==> src/rtl/ple_pkg.sv <==
`timescale 1ns/1ps
package ple_pkg;
  // Kind of pulse requested of the shaper in a given cycle.
  typedef enum logic [1:0] {
    PEV_NONE = 2'd0,
    PEV_SET  = 2'd1,
    PEV_CLR  = 2'd2
  } pev_e;
endpackage

==> src/rtl/ple_sync_edge.sv <==
`timescale 1ns/1ps
module ple_sync_edge #(
  parameter int STAGES = 2
) (
  input  logic clk,
  input  logic rst,
  input  logic din,
  output logic level_o,
  output logic rise_o,
  output logic fall_o
);
  logic [STAGES-1:0] chain;
  logic              prev_q;

  // Synchronizer chain, one flop per stage.
  generate
    for (genvar g = 0; g < STAGES; g++) begin : g_stage
      if (g == 0) begin : g_first
        always_ff @(posedge clk) begin
          if (rst) chain[0] <= 1'b0;
          else     chain[0] <= din;
        end
      end else begin : g_next
        always_ff @(posedge clk) begin
          if (rst) chain[g] <= 1'b0;
          else     chain[g] <= chain[g-1];
        end
      end
    end
  endgenerate

  always_ff @(posedge clk) begin
    if (rst) prev_q <= 1'b0;
    else     prev_q <= chain[STAGES-1];
  end

  assign level_o = chain[STAGES-1];
  assign rise_o  = level_o & ~prev_q;
  assign fall_o  = ~level_o & prev_q;

  // An edge indication lasts exactly one cycle.
  AST_RISE_SINGLE: assert property (@(posedge clk) disable iff (rst)
    rise_o |=> !rise_o);
  AST_FALL_SINGLE: assert property (@(posedge clk) disable iff (rst)
    fall_o |=> !fall_o);
endmodule

==> src/rtl/ple_refresh_timer.sv <==
`timescale 1ns/1ps
module ple_refresh_timer #(
  parameter int LIMIT = 250
) (
  input  logic clk,
  input  logic rst,
  input  logic restart_i,
  output logic tick_o
);
  localparam int CW = (LIMIT > 2) ? $clog2(LIMIT) : 1;
  localparam logic [CW-1:0] LAST = CW'(LIMIT - 1);

  logic [CW-1:0] cnt_q;

  assign tick_o = (cnt_q == LAST);

  always_ff @(posedge clk) begin
    if (rst)                      cnt_q <= '0;
    else if (restart_i || tick_o) cnt_q <= '0;
    else                          cnt_q <= cnt_q + CW'(1);
  end

  AST_RESTART_ZERO: assert property (@(posedge clk) disable iff (rst)
    restart_i |=> (cnt_q == '0));
  AST_CNT_BOUND: assert property (@(posedge clk) disable iff (rst)
    cnt_q <= LAST);
endmodule

==> src/rtl/ple_pulse_shaper.sv <==
`timescale 1ns/1ps
module ple_pulse_shaper
  import ple_pkg::*;
#(
  parameter int WIDTH = 1
) (
  input  logic clk,
  input  logic rst,
  input  pev_e ev_i,
  output logic set_o,
  output logic clr_o
);
  localparam int RW = (WIDTH > 1) ? $clog2(WIDTH) : 1;
  localparam logic [RW-1:0] HOLD = RW'(WIDTH - 1);

  logic [RW-1:0] rem_q;

  always_ff @(posedge clk) begin
    if (rst) begin
      set_o <= 1'b0;
      clr_o <= 1'b0;
      rem_q <= '0;
    end else if (ev_i != PEV_NONE) begin
      // A new request always replaces a running pulse.
      set_o <= (ev_i == PEV_SET);
      clr_o <= (ev_i == PEV_CLR);
      rem_q <= HOLD;
    end else if (rem_q != '0) begin
      rem_q <= rem_q - RW'(1);
    end else begin
      set_o <= 1'b0;
      clr_o <= 1'b0;
    end
  end

  AST_MUTEX: assert property (@(posedge clk) disable iff (rst)
    !(set_o && clr_o));
  AST_HOLD_WIDTH: assert property (@(posedge clk) disable iff (rst)
    (ev_i == PEV_NONE && rem_q != '0) |=> ($stable(set_o) && $stable(clr_o)));
endmodule

==> src/rtl/pulse_link_encoder.sv <==
`timescale 1ns/1ps
module pulse_link_encoder
  import ple_pkg::*;
#(
  parameter int REFRESH_CYCLES = 250,
  parameter int PULSE_CYCLES   = 1,
  parameter int SYNC_STAGES    = 2
) (
  input  logic clk,
  input  logic rst,
  input  logic data_in,
  output logic set_pulse_o,
  output logic clr_pulse_o
);
  logic level, rise, fall, tick, any_edge;
  pev_e ev;

  ple_sync_edge #(.STAGES(SYNC_STAGES)) u_sync (
    .clk(clk), .rst(rst), .din(data_in),
    .level_o(level), .rise_o(rise), .fall_o(fall)
  );

  assign any_edge = rise | fall;

  ple_refresh_timer #(.LIMIT(REFRESH_CYCLES)) u_timer (
    .clk(clk), .rst(rst), .restart_i(any_edge), .tick_o(tick)
  );

  // An edge outranks a refresh request in the same cycle.
  always_comb begin
    if (rise)      ev = PEV_SET;
    else if (fall) ev = PEV_CLR;
    else if (tick) ev = level ? PEV_SET : PEV_CLR;
    else           ev = PEV_NONE;
  end

  ple_pulse_shaper #(.WIDTH(PULSE_CYCLES)) u_shaper (
    .clk(clk), .rst(rst), .ev_i(ev),
    .set_o(set_pulse_o), .clr_o(clr_pulse_o)
  );

  AST_SET_ON_RISE: assert property (@(posedge clk) disable iff (rst)
    rise |=> (set_pulse_o && !clr_pulse_o));
  AST_CLR_ON_FALL: assert property (@(posedge clk) disable iff (rst)
    fall |=> (clr_pulse_o && !set_pulse_o));
  AST_EDGE_WINS_FALL: assert property (@(posedge clk) disable iff (rst)
    (fall && tick) |=> (clr_pulse_o && !set_pulse_o));
  AST_EDGE_WINS_RISE: assert property (@(posedge clk) disable iff (rst)
    (rise && tick) |=> (set_pulse_o && !clr_pulse_o));
  AST_REFRESH_HIGH: assert property (@(posedge clk) disable iff (rst)
    (tick && !any_edge && level) |=> (set_pulse_o && !clr_pulse_o));
  AST_REFRESH_LOW: assert property (@(posedge clk) disable iff (rst)
    (tick && !any_edge && !level) |=> (clr_pulse_o && !set_pulse_o));
endmodule

==> config.mk <==
export PLATFORM = sky130hd
export DESIGN_NAME = pulse_link_encoder
export DESIGN_NICKNAME = d
export VERILOG_FILES = /design/src/rtl/ple_pkg.sv /design/src/rtl/ple_sync_edge.sv /design/src/rtl/ple_refresh_timer.sv /design/src/rtl/ple_pulse_shaper.sv /design/src/rtl/pulse_link_encoder.sv
export SDC_FILE = /design/constraint.sdc
export NUM_CORES = 1
export LEC_CHECK = 0
export ABC_AREA = 1
export BUFFER_PORTS_ARGS = -buffer_cell sky130_fd_sc_hd__buf_2
export CAP_MARGIN = 10
export CORE_MARGIN = 1
export CORE_UTILIZATION = 49
export DETAILED_ROUTE_END_ITERATION = 10
export PLACE_DENSITY = 0.66
export SYNTH_ARGS = -nofsm -noshare
export SYNTH_HDL_FRONTEND = slang
export SYNTH_SLANG_ARGS = --single-unit
==> constraint.sdc <==
create_clock -name clk -period 1.15 [get_ports clk]
set_clock_uncertainty 0.05 [all_clocks]
set_input_delay 0.115 -clock clk [delete_from_list [all_inputs] [get_ports clk]]
set_output_delay 0.115 -clock clk [all_outputs]
set_load 0.005 [all_outputs]
==> flow_metrics.tcl <==
set metrics [dict create \
    synth_cell_type_count 21 \
    grt_pass1_vias 456 \
    wire_per_inst_um 10.01 \
    antennaDiodeCount 0 \
    p_leak_nw 0.4032 \
    min_period_ns 1.181 \
    cts_max_level 1 \
    setup_violations 3 \
    maxCapViolCount 0 \
    hold_viol 0 \
    rsz0062_at_grt "yes" \
    grt_max_degree 9 \
    synth.area.top_cells "dfxtp_1, ha_1, inv_1" \
    drt_pre_antenna_iters 4 \
    synth-warning-count 0 \
    via_per_inst 4.718 \
    grt.total_usage 0.1785 \
    endpoint_kind "flop" \
    ys_seq_area_frac 0.4291 \
    yosysTopAreaCell "dfxtp_1" \
    cts_buffers 3 \
    holdWs_ns 0.3531 \
    hp-class "flop to flop" \
    insertion_delay_ns 0.28 \
    max_stage_delay_ns 0.37 \
    post-route-util 0.7607 \
    p_per_area_nw_per_um2 1024 \
    violations "setup timing" \
    detailed_place_hpwl_um 694.3 \
    drive_above_1_share 0.5208 \
    wirelength_mm 1.101 \
    vias 519 \
    cts_root_buf "clkbuf_4" \
    fin_nets 105 \
    pin_count 5 \
    fin_cells 110 \
    ys_ff_latch 14 \
    antenna_found_initial 0 \
    synth_fp_nets 87 \
    pre_cts_slack_ns -0.04366 \
    critPathKind "flop to flop" \
    ant_nets 0 \
    power_mw 0.9122 \
    placed_cells 103 \
    fin_crit_sh 1.027 \
    start_util 0.5577 \
    portBuffers 4 \
    synth_area_um2 653.1 \
    crit_path_max_fanout 3 \
    core_area_um2 1171 \
    worstPathRequired_ns 1.28 \
    die_area_um2 1483 \
    synth.top_cell.area_share 0.4291 \
    grt_pass1_wl_mm 1.752 \
    syn2layout_area_growth_pct 36.40 \
    die_h_um 38.51 \
    gp_congestion 0.6902 \
    crit_chain "inv_4, ha_4, nand2_4, nor2_4, nand2_4, nand2_4, nand2_2, nand2_2, nor2_2" \
    drcViolationCount 0 \
    cts_tree "yes" \
    rows 12 \
    fmax_ghz 0.8464 \
    grt_overflow_total 0 \
    status "finished, violations left" \
    clk_path_buf_depth 2 \
    crit_arrival_ns 1.31 \
    drtIter0Drc 7 \
    clk_pin_slew_ns 0.08 \
    ir_worst_vdd_mv 0.7581 \
    cp-start-kind "flop" \
    drv_slew 0 \
    setup_ws_ns -0.03147 \
    die_x_um 38.51 \
    numClockSinks 14 \
    worst_path_max_delay_cell "dfxtp_4" \
    syn_avg_cell_area_um2 8.164 \
    crit_top_cell "nand2_4" \
    netlist_instances 80 \
]
report_power, final:
part	switching (mW)	internal [mW]
Sequential	0.0194	0.502
Combinational	0.0568	0.0619
Clock	0.151	0.121
sequential cells by signal, summed over array words and instances (netlist names):
name	count
u_timer.cnt_q	8
u_shaper.set_o	1
u_shaper.clr_o	1
u_sync.chain	1
u_sync.prev_q	1
u_sync.level_o	1
u_shaper.rem_q	1
cells in the final DEF (no fill, tap or decap), drive strengths merged:
master	instances
dfxtp	14
dlygate4sd3	2
conb	1
buf	11
a21oi	5
nand2	17
inv	14
nand3b	1
xor2	1
clkbuf	3
nand3	2
a21o	1
nor3	2
nor2	16
nand4	1
ha	4
o21ai	1
final cells by class:
| cell class | count | area [um^2] |
|---|---|---|
| tap | 14 | 17.52 |
| inverter | 14 | 55.05 |
| fill | 83 | 280.3 |
| multi-input combinational | 52 | 412.9 |
| sequential | 14 | 290.3 |
| clock buffer | 3 | 22.52 |
| timing repair buffer | 13 | 92.59 |
cell usage after synthesis, drive strengths merged:
library cell / number
nand3b: 1
nor2: 16
nor3: 2
nand4: 1
conb: 1
inv: 14
nand3: 2
o21ai: 1
xor2: 1
ha: 4
nand2: 17
a21oi: 5
a21o: 1
dfxtp: 14
cells by family (layout without fill, tap and decap cells):
kind of cell | after synthesis | in the layout | synth area share
compound gates | 7 | 7 | 0.06513
simple gates | 39 | 39 | 0.3295
other cells | 1 | 1 | 0.005742
xor+xnor | 1 | 1 | 0.01341
flops | 14 | 14 | 0.4291
buf+inv | 14 | 30 | 0.08046
fa+ha+maj | 4 | 4 | 0.07663
critical path: cells and delay by family (launching register included):
family	cells	cell delay, ns
flops	1	0.37
fa+ha+maj	1	0.13
buf+inv	1	0.06
simple gates	7	0.48
layer usage:
metal,global-route usage,vias to the layer above,routed length (um)
li1,-,278,-
met1,0.2100,230,505
met2,0.2708,7,540
met3,0.05233,4,26
met4,0.1293,0,27
met5,0,-,0
worst paths after layout:
kind              depth (start not counted)  slack [ns]             end             start
hold / removal                            2        0.35  u_sync.level_o   u_sync.chain[0]
setup / recovery                          9       -0.03  u_shaper.clr_o  u_timer.cnt_q[1]
hold reg to reg                           2        0.35  u_sync.level_o   u_sync.chain[0]
setup reg to reg                          9       -0.03  u_shaper.clr_o  u_timer.cnt_q[1]
through the flow:
| step | setup TNS (ns) | area [um^2] |
|---|---|---|
| after floorplan | 0 | 653.1 |
| after global placement | -0.1002 | 728.2 |
| after detailed placement | -0.1364 | 728.2 |
| after CTS | -0.007709 | 809.5 |
| after global routing | -0.7251 | 890.9 |
| final | -0.06443 | 890.9 |
what timing repair did:
action / 4_1_cts / 5_1_grt
hold buffers: 2 / 0
resized for setup: 9 / 22
buffers inserted: 2 / 0
pin swaps: 5 / 8
endpoints found under the hold margin: 3 / 0
setup endpoints to repair: 9 / 10
Power figures use the tool's default switching activity.
